==> src/rtl/hpp_pkg.sv <==
`timescale 1ns/1ps
package hpp_pkg;
    typedef enum logic [1:0] {
        ACC_IDLE  = 2'd0,
        ACC_READ  = 2'd1,
        ACC_WRITE = 2'd2,
        ACC_DMA   = 2'd3
    } acc_state_e;

    typedef enum logic [1:0] {
        MODE_GPIO  = 2'd0,
        MODE_BLANK = 2'd1,
        MODE_HOST  = 2'd2
    } mode_state_e;

    localparam logic [1:0] CFG_MODE = 2'd0;
    localparam logic [1:0] CFG_DIR  = 2'd1;
    localparam logic [1:0] CFG_DATA = 2'd2;
endpackage

==> src/rtl/hpp_sync.sv <==
`timescale 1ns/1ps
module hpp_sync #(
    parameter int W = 1,
    parameter int STAGES = 2,
    parameter logic [W-1:0] RST_VAL = '0
) (
    input  logic         clk,
    input  logic         rst_n,
    input  logic [W-1:0] din,
    output logic [W-1:0] dout
);
    logic [W-1:0] stg [STAGES];

    genvar g;
    generate
        for (g = 0; g < STAGES; g++) begin : g_stage
            if (g == 0) begin : g_first
                always_ff @(posedge clk or negedge rst_n) begin
                    if (!rst_n) stg[g] <= RST_VAL;
                    else        stg[g] <= din;
                end
            end else begin : g_next
                always_ff @(posedge clk or negedge rst_n) begin
                    if (!rst_n) stg[g] <= RST_VAL;
                    else        stg[g] <= stg[g-1];
                end
            end
        end
    endgenerate

    assign dout = stg[STAGES-1];
endmodule

==> src/rtl/hpp_access_fsm.sv <==
`timescale 1ns/1ps
module hpp_access_fsm
    import hpp_pkg::*;
#(
    parameter int DW = 8,
    parameter int AW = 3
) (
    input  logic          clk,
    input  logic          rst_n,
    input  logic          host_sel,
    input  logic          en_s,
    input  logic          ack_s,
    input  logic          rw_s,
    input  logic [AW-1:0] addr_s,
    input  logic [DW-1:0] data_s,
    input  logic          req_pend,
    output logic          drive,
    output logic          wr_stb,
    output logic [AW-1:0] wr_addr,
    output logic [DW-1:0] wr_data,
    output logic [AW-1:0] rd_addr,
    output logic          proto_err
);
    acc_state_e    state, nxt;
    logic [AW-1:0] addr_lat;

    always_comb begin
        nxt = state;
        unique case (state)
            ACC_IDLE: begin
                if (host_sel) begin
                    if (!en_s)                 nxt = rw_s ? ACC_READ : ACC_WRITE;
                    else if (!ack_s && req_pend) nxt = ACC_DMA;
                end
            end
            ACC_READ, ACC_WRITE: if (!host_sel || en_s)  nxt = ACC_IDLE;
            ACC_DMA:             if (!host_sel || ack_s) nxt = ACC_IDLE;
            default:             nxt = ACC_IDLE;
        endcase
    end

    always_ff @(posedge clk or negedge rst_n) begin
        if (!rst_n) begin
            state    <= ACC_IDLE;
            addr_lat <= '0;
        end else begin
            state <= nxt;
            if (state == ACC_IDLE && nxt != ACC_IDLE) addr_lat <= addr_s;
        end
    end

    always_comb begin
        drive     = 1'b0;
        wr_stb    = 1'b0;
        proto_err = 1'b0;
        unique case (state)
            ACC_IDLE:  ;
            ACC_READ: begin
                drive     = 1'b1;
                proto_err = !rw_s;
            end
            ACC_WRITE: begin
                wr_stb    = en_s && host_sel;
                proto_err = rw_s;
            end
            ACC_DMA:   drive = 1'b1;
            default:   ;
        endcase
    end

    assign wr_addr = addr_lat;
    assign wr_data = data_s;
    assign rd_addr = addr_lat;

    assert_wr_single_R3: assert property (@(posedge clk) disable iff (!rst_n)
        wr_stb |=> !wr_stb);
    assert_wr_after_enable_R3: assert property (@(posedge clk) disable iff (!rst_n)
        wr_stb |-> en_s && $past(!en_s));
    assert_drive_cause_R4: assert property (@(posedge clk) disable iff (!rst_n)
        drive |-> $past(!en_s) || $past(!ack_s));
    assert_err_in_access_R7: assert property (@(posedge clk) disable iff (!rst_n)
        proto_err |-> $past(!en_s));
endmodule

==> src/rtl/hpp_port_cfg.sv <==
`timescale 1ns/1ps
module hpp_port_cfg
    import hpp_pkg::*;
#(
    parameter int PINS = 12
) (
    input  logic            clk,
    input  logic            rst_n,
    input  logic            cfg_we,
    input  logic [1:0]      cfg_addr,
    input  logic [PINS-1:0] cfg_wdata,
    output logic [PINS-1:0] cfg_rdata,
    input  logic [PINS-1:0] pins_s,
    output logic [PINS-1:0] gpio_dir,
    output logic [PINS-1:0] gpio_dout,
    output logic            host_sel,
    output logic            gpio_sel
);
    mode_state_e mstate, mnxt;
    logic        mode_tgt;
    logic        mode_wr;

    assign mode_wr = cfg_we && (cfg_addr == CFG_MODE);

    always_comb begin
        mnxt = mstate;
        unique case (mstate)
            MODE_GPIO:  if (mode_wr &&  cfg_wdata[0]) mnxt = MODE_BLANK;
            MODE_HOST:  if (mode_wr && !cfg_wdata[0]) mnxt = MODE_BLANK;
            MODE_BLANK: mnxt = mode_tgt ? MODE_HOST : MODE_GPIO;
            default:    mnxt = MODE_GPIO;
        endcase
    end

    always_ff @(posedge clk or negedge rst_n) begin
        if (!rst_n) begin
            mstate    <= MODE_GPIO;
            mode_tgt  <= 1'b0;
            gpio_dir  <= '0;
            gpio_dout <= '0;
        end else begin
            mstate <= mnxt;
            if (mode_wr && mstate != MODE_BLANK) mode_tgt <= cfg_wdata[0];
            if (cfg_we && cfg_addr == CFG_DIR)  gpio_dir  <= cfg_wdata;
            if (cfg_we && cfg_addr == CFG_DATA) gpio_dout <= cfg_wdata;
        end
    end

    always_comb begin
        host_sel = (mstate == MODE_HOST);
        gpio_sel = (mstate == MODE_GPIO);
        unique case (cfg_addr)
            CFG_MODE: cfg_rdata = {{(PINS-1){1'b0}}, mode_tgt};
            CFG_DIR:  cfg_rdata = gpio_dir;
            CFG_DATA: cfg_rdata = (gpio_dir & gpio_dout) | (~gpio_dir & pins_s);
            default:  cfg_rdata = '0;
        endcase
    end

    assert_mode_blank_R10: assert property (@(posedge clk) disable iff (!rst_n)
        (mode_wr && mstate != MODE_BLANK && cfg_wdata[0] != host_sel) |=> mstate == MODE_BLANK);
    assert_blank_once_R10: assert property (@(posedge clk) disable iff (!rst_n)
        mstate == MODE_BLANK |=> mstate != MODE_BLANK);
endmodule

==> src/rtl/host_pin_port.sv <==
`timescale 1ns/1ps
module host_pin_port
    import hpp_pkg::*;
#(
    parameter int DW = 8,
    parameter int AW = 3,
    parameter int SYNC_STAGES = 2
) (
    input  logic                 clk,
    input  logic                 rst_n,
    input  logic [DW+AW:0]       pad_i,
    output logic [DW+AW:0]       pad_o,
    output logic [DW+AW:0]       pad_oe,
    input  logic                 hen_n,
    input  logic                 hack_n,
    output logic                 hreq_n,
    input  logic                 req_pend,
    output logic [AW-1:0]        reg_rd_addr,
    input  logic [DW-1:0]        reg_rd_data,
    output logic                 reg_wr_stb,
    output logic [AW-1:0]        reg_wr_addr,
    output logic [DW-1:0]        reg_wr_data,
    output logic                 proto_err,
    input  logic                 cfg_we,
    input  logic [1:0]           cfg_addr,
    input  logic [DW+AW:0]       cfg_wdata,
    output logic [DW+AW:0]       cfg_rdata
);
    localparam int PINS   = DW + AW + 1;
    localparam int RW_BIT = PINS - 1;

    logic [PINS-1:0] pins_s, gpio_dir, gpio_dout;
    logic [1:0]      ctl_s;
    logic            host_sel, gpio_sel, drive;

    hpp_sync #(.W(PINS), .STAGES(SYNC_STAGES), .RST_VAL('0)) u_pad_sync (
        .clk(clk), .rst_n(rst_n), .din(pad_i), .dout(pins_s));

    hpp_sync #(.W(2), .STAGES(SYNC_STAGES), .RST_VAL(2'b11)) u_ctl_sync (
        .clk(clk), .rst_n(rst_n), .din({hack_n, hen_n}), .dout(ctl_s));

    hpp_port_cfg #(.PINS(PINS)) u_cfg (
        .clk(clk), .rst_n(rst_n),
        .cfg_we(cfg_we), .cfg_addr(cfg_addr), .cfg_wdata(cfg_wdata),
        .cfg_rdata(cfg_rdata), .pins_s(pins_s),
        .gpio_dir(gpio_dir), .gpio_dout(gpio_dout),
        .host_sel(host_sel), .gpio_sel(gpio_sel));

    hpp_access_fsm #(.DW(DW), .AW(AW)) u_acc (
        .clk(clk), .rst_n(rst_n), .host_sel(host_sel),
        .en_s(ctl_s[0]), .ack_s(ctl_s[1]), .rw_s(pins_s[RW_BIT]),
        .addr_s(pins_s[DW +: AW]), .data_s(pins_s[DW-1:0]),
        .req_pend(req_pend), .drive(drive),
        .wr_stb(reg_wr_stb), .wr_addr(reg_wr_addr), .wr_data(reg_wr_data),
        .rd_addr(reg_rd_addr), .proto_err(proto_err));

    always_comb begin
        pad_oe = '0;
        pad_o  = '0;
        if (gpio_sel) begin
            pad_oe = gpio_dir;
            pad_o  = gpio_dout;
        end else if (host_sel) begin
            pad_oe[DW-1:0] = {DW{drive}};
            pad_o[DW-1:0]  = reg_rd_data;
        end
    end

    assign hreq_n = !(host_sel && req_pend);

    assert_blank_quiet_R10: assert property (@(posedge clk) disable iff (!rst_n)
        (!host_sel && !gpio_sel) |-> pad_oe == '0);
    assert_host_upper_R2: assert property (@(posedge clk) disable iff (!rst_n)
        host_sel |-> pad_oe[PINS-1:DW] == '0);
endmodule

==> config.mk <==
export PLATFORM = sky130hd
export DESIGN_NAME = host_pin_port
export DESIGN_NICKNAME = d
export VERILOG_FILES = /design/src/rtl/hpp_pkg.sv /design/src/rtl/hpp_sync.sv /design/src/rtl/hpp_access_fsm.sv /design/src/rtl/hpp_port_cfg.sv /design/src/rtl/host_pin_port.sv
export SDC_FILE = /design/constraint.sdc
export NUM_CORES = 1
export LEC_CHECK = 0
export BUFFER_PORTS_ARGS = -buffer_cell sky130_fd_sc_hd__clkbuf_2
export CAP_MARGIN = 20
export CORE_MARGIN = 4
export CORE_UTILIZATION = 35
export CTS_CLUSTER_DIAMETER = 60
export DETAILED_ROUTE_END_ITERATION = 12
export PLACE_DENSITY = 0.61
export RECOVER_POWER = 50
export SLEW_MARGIN = 10
export SYNTH_ARGS = -nofsm -noshare
export SYNTH_HDL_FRONTEND = slang
export SYNTH_SLANG_ARGS = --single-unit
==> constraint.sdc <==
create_clock -name clk -period 4.08 [get_ports clk]
set_input_delay 0.816 -clock clk [delete_from_list [all_inputs] [get_ports clk]]
set_output_delay 0.816 -clock clk [all_outputs]
set_load 0.005 [all_outputs]
==> results of run 1 <==
[synth_stat cells, types with 2 or more instances]
| cell type | number | area (um2) |
|---|---|---|
| nor2_1 | 11 | 41.3 |
| mux2i_1 | 20 | 200 |
| dfstp_2 | 4 | 105 |
| mux2_2 | 28 | 315 |
| clkbuf_1 | 4 | 15.0 |
| o31ai_1 | 3 | 22.5 |
| a21o_1 | 9 | 67.6 |
| nand2b_1 | 3 | 18.8 |
| buf_4 | 11 | 82.6 |
| and2_1 | 8 | 50.1 |
| nand3_1 | 2 | 10.0 |
| inv_1 | 5 | 18.8 |
| ha_1 | 4 | 50.1 |
| nand2_1 | 17 | 63.8 |
| buf_6 | 2 | 22.5 |
| o21ai_0 | 15 | 75.1 |
| dfrtp_1 | 56 | 1400 |
| a21oi_1 | 2 | 10.0 |
[path summary, 6_finish.rpt]
path                       cells after the start  slack, ns                       endpoint
setup reg to reg                               3       2.28   u_acc.rd_addr[2]$_DFFE_PN0P_
max in group asynchronous                      2       2.29    u_ctl_sync.stg[2]$_DFF_PN1_
hold reg to reg                                0       0.35  u_pad_sync.dout[10]$_DFF_PN0_
hold / removal                                 0       0.35  u_pad_sync.dout[10]$_DFF_PN0_
min in group asynchronous                      1       0.65   u_pad_sync.stg[13]$_DFF_PN0_
setup / recovery                               4       1.05                      pad_oe[5]
[area by class of cell]
class / instances / area (um2)
Clock buffer: 13 / 149
Clock inverter: 3 / 40.0
Fill cell: 729 / 4010
Inverter: 5 / 18.8
Multi-Input combinational cell: 137 / 1050
Sequential cell: 60 / 1510
Tap cell: 99 / 124
Timing Repair Buffer: 94 / 473
[critical path, stage by stage (launching register included)]
cell and delay, ns:
dfrtp_1 0.77, nand2b_1 0.24, nor2_1 0.61, a21o_1 0.16, clkbuf_2 0.11
[layer usage]
metal	routed length (um)	track usage	vias up
met2	3060	0.233	66
met1	2820	0.196	942
met3	519	0.0610	7
met4	53	0.0498	0
met5	0	0	-
li1	-	-	921
[power groups by stage]
stage,combinational (mW),sequential (mW),clock (mW)
finish,0.591,0.793,0.511
global route,0.664,0.808,0.558
floorplan,0.400,0.761,0
CTS,0.606,0.794,0.532
detailed placement,0.603,0.805,0
global placement,0.597,0.801,0
[sequential cells by signal, summed over array words and instances, names as in the netlist]
signal / cells
u_acc.rd_addr: 3
u_acc.state: 2
u_cfg.gpio_dir: 12
u_cfg.gpio_dout: 12
u_cfg.mode_tgt: 1
u_cfg.mstate: 2
u_ctl_sync.dout: 2
u_ctl_sync.stg: 2
u_pad_sync.dout: 12
u_pad_sync.stg: 12
[kinds of logic (layout without fill, tap and decap cells)]
group,Yosys count,after routing,synth area share
flops,60,60,0.557
mux,49,49,0.195
simple gates,49,49,0.0925
compound gates,34,34,0.0814
buf+inv,23,115,0.0532
fa+ha+maj,4,4,0.0185
xor+xnor,1,1,0.00324
==> impl_metrics.csv, run 1 <==
group,metric,value,unit
power_and_ir_drop,netSwitchingPower,589,uW
logic_synthesis,synth-seq-cells,60,
drt,vias,1936,
timing,worst_slew_pin_slew,1.07,ns
clock_tree,cts_setup_buffers,0,
timing,setup_ws,1.05,ns
power_and_ir_drop,power,1.89,mW
clock_tree,cts.reportedPaths.clkPinSlew,0.06,ns
clock_tree,h-tree-depth,3,
power_and_ir_drop,power_frac_seq,0.418,
cells_and_area,drive_gt1_frac,0.455,
global_routing,grt_pass1_wl,10.2,mm
hold_path,hold_path_class,"reg2reg",
cells_and_area,stdcell_area,0.00336,mm2
floorplan,dieArea,0.00920,mm2
logic_synthesis,yosysSeqAreaShare,0.557,
global_routing,grt_pass1_vias,1975,
floorplan,rows,31,
clock_tree,clock_sinks,60,
logic_synthesis,syn-cell-area,0.00271,mm2
logic_synthesis,syn_inst,220,
clock_tree,clkLatencyLatePin,0.33,ns
placed_design,hpwl,4.69,mm
setup_path,cp_data_arrival_time,2.22,ns
timing,slew_viol_final,0,
power_and_ir_drop,p_leak,1.68,nW
global_routing,grt_overflow_total,0,
floorplan,fp.dieW,95.9,um
placed_design,routabilityCongestion,0.759,
floorplan,core,0.00737,mm2
power_and_ir_drop,netSwitchingFraction,0.311,
floorplan,initial_core_util,0.367,
setup_path,critPathKind,"reg2out",
timing,final.setup.tns,0,ns
cells_and_area,area_delta_synth_final,24.3,%
timing,setup_viol,0,
timing,fin_crit,3.03,ns
timing,rsz0062_at_grt,"false",
power_and_ir_drop,powerDensity,563,mW/mm2
clock_tree,cts_tree,"done",
cells_and_area,final_util,0.457,
logic_synthesis,synth_edf_count,0,
cells_and_area,antenna_cells,0,
placed_design,dpl-instance-area,0.00318,mm2
clock_tree,ctsHoldBuffers,0,
timing,skew,0.00515,ns
setup_path,end_kind,"output pin",
logic_synthesis,async_reset_ff_frac,1.00,
power_and_ir_drop,p_clk_frac,0.270,
clock_tree,root_buffer,"clkbuf_8",
flow_run,drv_cap,0,
timing,relSlewSlack,0.288,
global_routing,grt_util_all_layers,0.152,
setup_path,startpoint,"u_cfg.mstate[1]$_DFFE_PN0P_",
drt,drt-initial-drc-count,20,
logic_synthesis,avgSynthCellArea,12.3,um2
logic_synthesis,synthFlopType,"dfrtp_1",
placed_design,placed_cells,395,
cells_and_area,final_common_cell,"clkbuf_2",
timing,max_freq,330,MHz
logic_synthesis,yosys_warnings,0,
global_routing,grt_max_degree,42,
clock_tree,cts-resized-gates,0,
power_and_ir_drop,intPower,1.31,mW
drt,wl_per_cell,15.7,um
drt,finalWirelength,6.46,mm
logic_synthesis,synth_nets,264,
power_and_ir_drop,power_frac_comb,0.312,
timing,finalHoldViolations,0,
timing,period_share,0.743,
setup_path,reg2reg_from,"u_cfg.mstate[1]$_DFFE_PN0P_",
drt,drc_errors,0,
outcome,status,"completed",
hold_path,worstHoldStart,"u_pad_sync.stg[22]$_DFF_PN0_",
floorplan,io_pins,93,
cells_and_area,nets,351,
floorplan,die_h,95.9,um
drt,via_per_inst,4.71,
cells_and_area,instances_no_fill,411,
drt,final_antenna_net_count,0,
clock_tree,cts_max_path_buffers,2,
clock_tree,cts_made_buffers,9,
timing,timing.hold.ws,0.348,ns
setup_path,cp_max_fo,13,
placed_design,pre_cts_ws,1.35,ns
setup_path,start_kind,"flip-flop",
power_and_ir_drop,vdd.ir_drop.worst,0.000252,V
cells_and_area,layout_common_cells,"clkbuf_2 (90), dfrtp_1 (56), mux2_2 (28)",
logic_synthesis,yosysUniqueCellTypes,34,
global_routing,antenna_found_initial,0,
setup_path,crit_required,3.26,ns
placed_design,portBuffers,92,
drt,drt_pass1_iterations,4,
(Power assumes the default switching activity.)
==> inputs of run 2 (changes only) <==
--- a/config.mk
+++ b/config.mk
@@ -5,6 +5,7 @@
 export SDC_FILE = /design/constraint.sdc
 export NUM_CORES = 1
 export LEC_CHECK = 0
+export ABC_AREA = 1
 export BUFFER_PORTS_ARGS = -buffer_cell sky130_fd_sc_hd__clkbuf_2
 export CAP_MARGIN = 20
 export CORE_MARGIN = 4
==> constraint.sdc (replaced) <==
create_clock -name clk -period 3.15 [get_ports clk]
set_input_delay 0.63 -clock clk [delete_from_list [all_inputs] [get_ports clk]]
set_output_delay 0.63 -clock clk [all_outputs]
set_load 0.005 [all_outputs]
==> run 2 against run 1 <==
  * Clock power is 52% higher
  * Sequential share of layout area is 0.48 points lower
  * Worst hold slack worse by 0.0039 ns
  * Flip-flop and latch count stayed put
  * Sequential power is 22% higher
  * Total power is 32% higher
  * Critical path type unchanged
==> impl_metrics.csv, run 2 <==
group,metric,value,unit
timing,fin_crit,2.49,ns
flow_run,drv_cap,0,
timing,final.setup.tns,0,ns
logic_synthesis,avgSynthCellArea,9.23,um2
setup_path,cp_max_fo,17,
global_routing,grt_pass1_wl,11.2,mm
placed_design,dpl-instance-area,0.00318,mm2
cells_and_area,seqCellArea,0.00151,mm2
logic_synthesis,synth-seq-cells,60,
clock_tree,clock_sinks,60,
logic_synthesis,yosysUniqueCellTypes,28,
clock_tree,cts_tree,"done",
floorplan,dieArea,0.00920,mm2
hold_path,hold_path_class,"reg2reg",
timing,worst_slew_pin_slew,1.42,ns
clock_tree,cts_setup_buffers,0,
cells_and_area,stdcell_area,0.00340,mm2
clock_tree,clkLatencyLatePin,0.33,ns
timing,rsz0062_at_grt,"false",
placed_design,routabilityCongestion,0.853,
timing,relSlewSlack,0.0520,
global_routing,grt_pass1_vias,2243,
global_routing,antenna_found_initial,0,
drt,met2WireLength,3.02,mm
clock_tree,cts.reportedPaths.clkPinSlew,0.07,ns
outcome,status,"completed",
logic_synthesis,syn-cell-area,0.00270,mm2
timing,finalHoldViolations,0,
logic_synthesis,synth_edf_count,0,
floorplan,initial_core_util,0.367,
drt,wl_per_cell,13.8,um
global_routing,grt_overflow_total,0,
drt,drt_pass1_iterations,4,
clock_tree,h-tree-depth,3,
drt,drt-initial-drc-count,85,
power_and_ir_drop,vdd.ir_drop.worst,0.000250,V
floorplan,core,0.00737,mm2
drt,m1WireLength,3.14,mm
floorplan,fp.dieW,95.9,um
drt,drc_errors,0,
power_and_ir_drop,intPower,1.68,mW
power_and_ir_drop,netSwitchingPower,824,uW
logic_synthesis,async_reset_ff_frac,1.00,
logic_synthesis,synth_nets,337,
cells_and_area,antenna_cells,0,
timing,setup_viol,0,
clock_tree,cts-resized-gates,0,
power_and_ir_drop,power_frac_comb,0.300,
power_and_ir_drop,powerDensity,735,mW/mm2
drt,final_antenna_net_count,0,
timing,slew_viol_final,0,
logic_synthesis,yosys_warnings,0,
setup_path,start_kind,"flip-flop",
drt,topRoutingLayerUsed,"met4",
power_and_ir_drop,netSwitchingFraction,0.330,
logic_synthesis,synth_top_area_cell,"dfrtp_1",
timing,period_share,0.789,
power_and_ir_drop,p_clk_frac,0.312,
floorplan,die_h,95.9,um
placed_design,portBuffers,92,
floorplan,rows,31,
global_routing,grt_util_all_layers,0.165,
logic_synthesis,yosys-top-cells-count,"nand2_1 (59), dfrtp_1 (56), inv_1 (39), o21ai_0 (33), nor2_1 (16)",
drt,via_per_inst,4.58,
drt,vias,2221,
power_and_ir_drop,power_frac_seq,0.388,
cells_and_area,area_delta_synth_final,25.8,%
setup_path,crit_required,2.52,ns
logic_synthesis,yosysSeqAreaShare,0.557,
placed_design,hpwl,5.02,mm
drt,dr_wl_met3,465,um
floorplan,io_pins,93,
logic_synthesis,synth.most_common_cell,"nand2_1",
clock_tree,ctsHoldBuffers,0,
cells_and_area,final_common_cell,"clkbuf_2",
logic_synthesis,syn_inst,293,
cells_and_area,multi_input_area,897,um2
setup_path,cp_data_arrival_time,1.86,ns
clock_tree,cts_max_path_buffers,2,
power_and_ir_drop,p_leak,1.82,nW
logic_synthesis,synthFlopType,"dfrtp_1",
cells_and_area,fillers,756,
logic_synthesis,synth_top_area_frac,0.518,
drt,finalWirelength,6.71,mm
clock_tree,root_buffer,"clkbuf_8",
setup_path,critPathKind,"reg2out",
global_routing,grt_max_degree,27,
timing,skew,0.00766,ns
setup_path,end_kind,"output pin",
clock_tree,cts_made_buffers,9,
timing,max_freq,402,MHz
cells_and_area,layout_common_cells,"clkbuf_2 (90), nand2_1 (59), dfrtp_1 (56)",
cells_and_area,drive_gt1_frac,0.339,
logic_synthesis,yosys-top-cells-area,"dfrtp_1 (52%), nand2_1 (8.2%), o21ai_0 (6.1%)",
cells_and_area,nets,425,
==> run 2: critical path, cell delays in order, from the launching register on <==
cell,delay [ns]
dfrtp_1,0.45
nor2_2,0.40
inv_2,0.27
o21ai_0,0.26
clkbuf_2,0.15
==> run 2: layer usage <==
metal | global-route usage | vias to the layer above
met4 | 0.0486 | 0
met5 | 0 | -
li1 | - | 1105
met3 | 0.0524 | 8
met2 | 0.253 | 78
met1 | 0.223 | 1030
==> run 2: power by group through the flow <==
stage          Combinational (mW)  Clock [mW]  Sequential (mW)
3_3_place_gp                0.755           0            0.979
2_1_floorplan               0.493           0            0.964
3_5_place_dp                0.767           0            0.982
5_1_grt                     0.873       0.841            0.987
6_report                    0.751       0.779            0.969
4_1_cts                     0.769       0.803            0.970
==> run 2: through the flow <==
stage          total power, mW  hold WS (ns)  worst slack (ns)  std cells  utilization
2_1_floorplan             1.46         0.331              1.27        293            -
3_3_place_gp              1.73         0.332             0.831        469        0.432
3_5_place_dp              1.75         0.335             0.799        469        0.432
4_1_cts                   2.54         0.203             0.625        485        0.463
5_1_grt                   2.70         0.348             0.465        485        0.461
6_report                  2.50         0.345             0.665        485        0.461
==> run 2: final timing paths <==
path,from,endpoint,slack (ns),depth (start not counted)
min in group asynchronous,rst_n,u_pad_sync.stg[14]$_DFF_PN0_,0.37,1
min,u_pad_sync.stg[13]$_DFF_PN0_,u_pad_sync.dout[1]$_DFF_PN0_,0.34,0
max in group asynchronous,rst_n,u_cfg.gpio_dir[9]$_DFFE_PN0P_,1.00,2
max reg2reg,u_acc.state[0]$_DFF_PN0_,u_acc.rd_addr[2]$_DFFE_PN0P_,1.66,8
max,u_cfg.mstate[1]$_DFFE_PN0P_,pad_oe[5],0.66,4
min reg2reg,u_pad_sync.stg[13]$_DFF_PN0_,u_pad_sync.dout[1]$_DFF_PN0_,0.34,0
==> run 2: cell families after synthesis <==
| kind of cell | count (synthesis) | synth area share |
|---|---|---|
| and+or+nand+nor | 94 | 0.151 |
| adders and majority gates | 4 | 0.0185 |
| buffers and inverters | 63 | 0.111 |
| AOI/OAI and AO/OA | 72 | 0.162 |
| DFF | 60 | 0.557 |
==> run 2: layout make-up <==
class                           instances  share of cell area
Timing Repair Buffer                   96               0.141
Multi-Input combinational cell        170               0.264
Clock inverter                          4              0.0213
Clock buffer                           12              0.0456
Sequential cell                        60               0.443
Inverter                               44              0.0486
Tap cell                               99              0.0364
